$ cat src/rtl/int_alu_pkg.sv
package int_alu_pkg;
  localparam int OP_W = 4;

  typedef enum logic [OP_W-1:0] {
    OP_ADD  = 4'h0,
    OP_ADDU = 4'h1,
    OP_SUB  = 4'h2,
    OP_SUBU = 4'h3,
    OP_AND  = 4'h4,
    OP_OR   = 4'h5,
    OP_XOR  = 4'h6,
    OP_NOR  = 4'h7,
    OP_SLT  = 4'hA,
    OP_SLTU = 4'hB
  } alu_op_e;

  typedef enum logic [1:0] {
    LG_AND = 2'd0,
    LG_OR  = 2'd1,
    LG_XOR = 2'd2,
    LG_NOR = 2'd3
  } logic_fn_e;
endpackage

$ cat src/rtl/alu_ripple_addsub.sv
module alu_ripple_addsub #(
  parameter int W = 32
) (
  input  logic [W-1:0] a,
  input  logic [W-1:0] b,
  input  logic         do_sub,
  output logic [W-1:0] sum,
  output logic         carry_out,
  output logic         sgn_ovf
);
  logic [W:0]   carry;
  logic [W-1:0] b_eff;

  assign carry[0] = do_sub;

  for (genvar i = 0; i < W; i++) begin : g_cell
    assign b_eff[i]   = b[i] ^ do_sub;
    assign sum[i]     = a[i] ^ b_eff[i] ^ carry[i];
    assign carry[i+1] = (a[i] & b_eff[i]) | (a[i] & carry[i]) | (b_eff[i] & carry[i]);
  end

  assign carry_out = carry[W];
  assign sgn_ovf   = carry[W-1] ^ carry[W];
endmodule

$ cat src/rtl/alu_bitwise.sv
module alu_bitwise
  import int_alu_pkg::*;
#(
  parameter int W = 32
) (
  input  logic [W-1:0] a,
  input  logic [W-1:0] b,
  input  logic_fn_e    fn,
  output logic [W-1:0] y
);
  always_comb begin
    unique case (fn)
      LG_AND:  y = a & b;
      LG_OR:   y = a | b;
      LG_XOR:  y = a ^ b;
      default: y = ~(a | b);
    endcase
  end
endmodule

$ cat src/rtl/int_alu.sv
module int_alu
  import int_alu_pkg::*;
#(
  parameter int W = 32
) (
  input  logic [W-1:0]    opd_a,
  input  logic [W-1:0]    opd_b,
  input  logic [OP_W-1:0] op_sel,
  output logic [W-1:0]    res,
  output logic            zero_flag,
  output logic            ovf_flag
);
  logic [W-1:0] as_sum;
  logic         as_cout;
  logic         as_ovf;
  logic         sub_mode;
  logic [W-1:0] lg_y;
  logic_fn_e    lg_fn;
  logic         lt_s;
  logic         lt_u;

  // Only add codes use the chain in add mode; all others subtract.
  assign sub_mode = !(op_sel == OP_ADD || op_sel == OP_ADDU);
  assign lg_fn    = logic_fn_e'(op_sel[1:0]);

  alu_ripple_addsub #(.W(W)) u_addsub (
    .a(opd_a), .b(opd_b), .do_sub(sub_mode),
    .sum(as_sum), .carry_out(as_cout), .sgn_ovf(as_ovf)
  );

  alu_bitwise #(.W(W)) u_bitwise (
    .a(opd_a), .b(opd_b), .fn(lg_fn), .y(lg_y)
  );

  // Sign of the difference corrected by overflow; borrow means below.
  assign lt_s = as_sum[W-1] ^ as_ovf;
  assign lt_u = ~as_cout;

  always_comb begin
    res      = '0;
    ovf_flag = 1'b0;
    case (op_sel)
      OP_ADD, OP_SUB: begin
        res      = as_sum;
        ovf_flag = as_ovf;
      end
      OP_ADDU, OP_SUBU:                res = as_sum;
      OP_AND, OP_OR, OP_XOR, OP_NOR:  res = lg_y;
      OP_SLT:                          res = {{(W-1){1'b0}}, lt_s};
      OP_SLTU:                         res = {{(W-1){1'b0}}, lt_u};
      default: begin
        res      = '0;
        ovf_flag = 1'b0;
      end
    endcase
  end

  assign zero_flag = ~|res;
endmodule

$ cat config.mk
export PLATFORM = sky130hd
export DESIGN_NAME = int_alu
export DESIGN_NICKNAME = d
export VERILOG_FILES = /design/src/rtl/int_alu_pkg.sv /design/src/rtl/alu_ripple_addsub.sv /design/src/rtl/alu_bitwise.sv /design/src/rtl/int_alu.sv
export SDC_FILE = /design/constraint.sdc
export NUM_CORES = 1
export LEC_CHECK = 0
export BUFFER_PORTS_ARGS = -buffer_cell sky130_fd_sc_hd__clkbuf_2
export CORE_ASPECT_RATIO = 1.5
export CORE_MARGIN = 2
export CORE_UTILIZATION = 25
export DETAILED_ROUTE_END_ITERATION = 6
export GPL_ROUTABILITY_DRIVEN = 0
export PLACE_DENSITY = 0.58
export SYNTH_ARGS = -nofsm -noshare
export SYNTH_HDL_FRONTEND = slang
export SYNTH_SLANG_ARGS = --single-unit
export TNS_END_PERCENT = 50
$ cat constraint.sdc
create_clock -name vclk -period 25.2
set_input_delay 5.04 -clock vclk [all_inputs]
set_output_delay 5.04 -clock vclk [all_outputs]
set_load 0.01 [all_outputs]
==> run metrics <==
die area=15900 um^2; gr ovfl total=0; slowest CP cell=or4_1; dpl hpwl=9260 um; Mapped Area=3730 um^2; initial antenna violation count=0; post-DR vias/cell=4.60; area delta synth->final=18.2%; CP max FO=4; met1 wire length=4710 um; vias=3486; Total GRT Usage=14.1%; share of cells above drive strength 1=24.9%; RSZ-0062 raised after global routing=no; Power Dens Cells=21.9 nW/um^2; Hold Violations, Final=0; Max-Slew Margin vs Limit=56.2%; metal3 WL=367 um; max_cap viols=0; Core Box Area=14600 um^2; HP Class=primary input to output port; library cells used by synthesis=45; Worst Max-Slew Pin Slew=0.656 ns; period utilization=97.7%; Starting Density=25.6%; vias in the first global route=3632; WL per Instance=14.7 um; Placement Cell Area=4380 um^2; Seq cells=0; largest net degree at the start of global routing=58; Final min period=24.62 ns; first-pass detailed-route iteration total=6; row cnt=54; register area share after synthesis=0%; first-pass GRT wire length=18500 um; fin nets=728; Setup CP Type=primary input to output port; layout clock buffer count=0; worst vdd ir=0.0000152 V; Crit path arrival time=19.58 ns; critical path endpoint category=output port; Syn Inst Count=481; n_diodes=0; most used cell, CP=fa_1; Max Clk Rate=40.6 MHz; Pleak=2.18 nW; status=finished clean; CP peak stage delay=0.53 ns; num ports=102; die width=104 um; total wire length after detailed routing=11200 um; Net Count, Synth=645; count of final setup violators=0; wire length on met2=5990 um; max-slew violations=0; post-route ant nets=0; post-route cell area=4410 um^2; WP data required=20.16 ns; Die H=154 um; detailed-route DRC error count=0; mean post-synth cell area=7.76 um^2; Yosys warning count=0; setup TNS=0 ns; Iter 0 DRT Violations=89; IO Port Bufs=102; flip-flop and latch area=0 um^2; element type at the critical path start=primary input; highest metal used=met4
cell usage after synthesis, drive strengths merged, types with 2 or more instances:
library cell | count | share of area, %
nand2 | 25 | 2.5
a21oi | 28 | 3.8
o211a | 3 | 0.80
o22ai | 5 | 0.84
nor4b | 4 | 0.94
o21bai | 6 | 1.2
nor2 | 47 | 4.7
a211oi | 21 | 4.5
clkbuf | 9 | 0.91
nor2b | 19 | 3.2
mux2 | 17 | 5.1
o221ai | 2 | 0.47
a21o | 2 | 0.40
nand3 | 4 | 0.54
o21a | 5 | 1.0
ha | 64 | 21
o21ai | 14 | 1.9
buf | 20 | 3.8
mux2i | 7 | 1.9
inv | 68 | 6.8
nand2b | 11 | 1.8
nor3 | 9 | 1.2
xnor2 | 31 | 7.3
a211o | 4 | 0.94
a311oi | 3 | 0.70
fa | 32 | 17
a31oi | 2 | 0.34
or2 | 3 | 0.50
nor4 | 4 | 0.67
metrics by stage:
stage               power, mW  std cells  worst slack, ns  hold slack (ns)  util (%)
finish                 0.0968        758            0.581            10.71      30.2
global placement       0.0963        758            0.320            10.73      30.0
global route            0.111        758           0.0509            10.81      30.2
floorplan              0.0639        481            0.298            10.27         -
detailed placement     0.0969        758            0.125            10.72      30.0
CTS                    0.0976        758           0.0869            10.72      30.0
path summary, 6_finish.rpt:
check	startpoint	end	slack (ns)	depth (start not counted)
setup / recovery	op_sel[1]	zero_flag	0.58	40
hold / removal	opd_a[18]	res[18]	10.71	5
cells by family (layout without fill, tap and decap cells):
kind of cell	Yosys count	count (layout)	synth area share [%]
and+or+nand+nor	130	130	16.9
AOI/OAI and AO/OA	102	102	18.4
buffers and inverters	97	178	11.5
adders and majority gates	96	96	38.6
xor gates and xnor gates	32	32	7.51
muxes	24	24	7.01
layer usage:
layer | vias to the layer above | GRT usage, %
li1 | 1763 | -
met3 | 4 | 0.933
met1 | 1650 | 16.9
met2 | 69 | 28.2
met4 | 0 | 1.09
met5 | - | 0
cells in the final DEF (no fill, tap or decap), types with 6 or more instances in the layout:
cell      instances
nand2_1          25
clkbuf_2        102
mux2_2           16
a211oi_1         19
o21bai_1          6
nor2b_1          19
nor3_1            8
mux2i_1           7
inv_1            68
nor2_1           46
ha_1             64
fa_1             27
buf_4             8
o21ai_0          14
a21oi_1          28
xnor2_1          30
nand2b_1         11
power by group:
group          total (mW)  switching, mW  internal (mW)
registers               0              0              0
logic              0.0968         0.0548         0.0420
clock network           0              0              0
total              0.0968         0.0548         0.0420
timing repair:
action                     CTS  global route
setup buffers                0             0
resized for setup            0             9
hold buffers                 0             0
setup endpoints to repair    0             1
worst max-delay path: cells and delay by family:
| kind | cells | cell delay [ns] |
|---|---|---|
| AO/OA/AOI/OAI | 2 | 0.25 |
| buffers and inverters | 3 | 0.33 |
| multiplexers | 1 | 0.22 |
| adder cells (fa/ha/maj) | 31 | 12.73 |
| AND/OR/NAND/NOR | 3 | 0.99 |
cell type report:
type                            count  area [um^2]
Multi-Input combinational cell    384         3340
Inverter                           68          255
Fill cell                        1654        10200
Timing Repair Buffer              110          571
Tap cell                          196          245
Note: power is estimated with default switching activity, not from simulation.
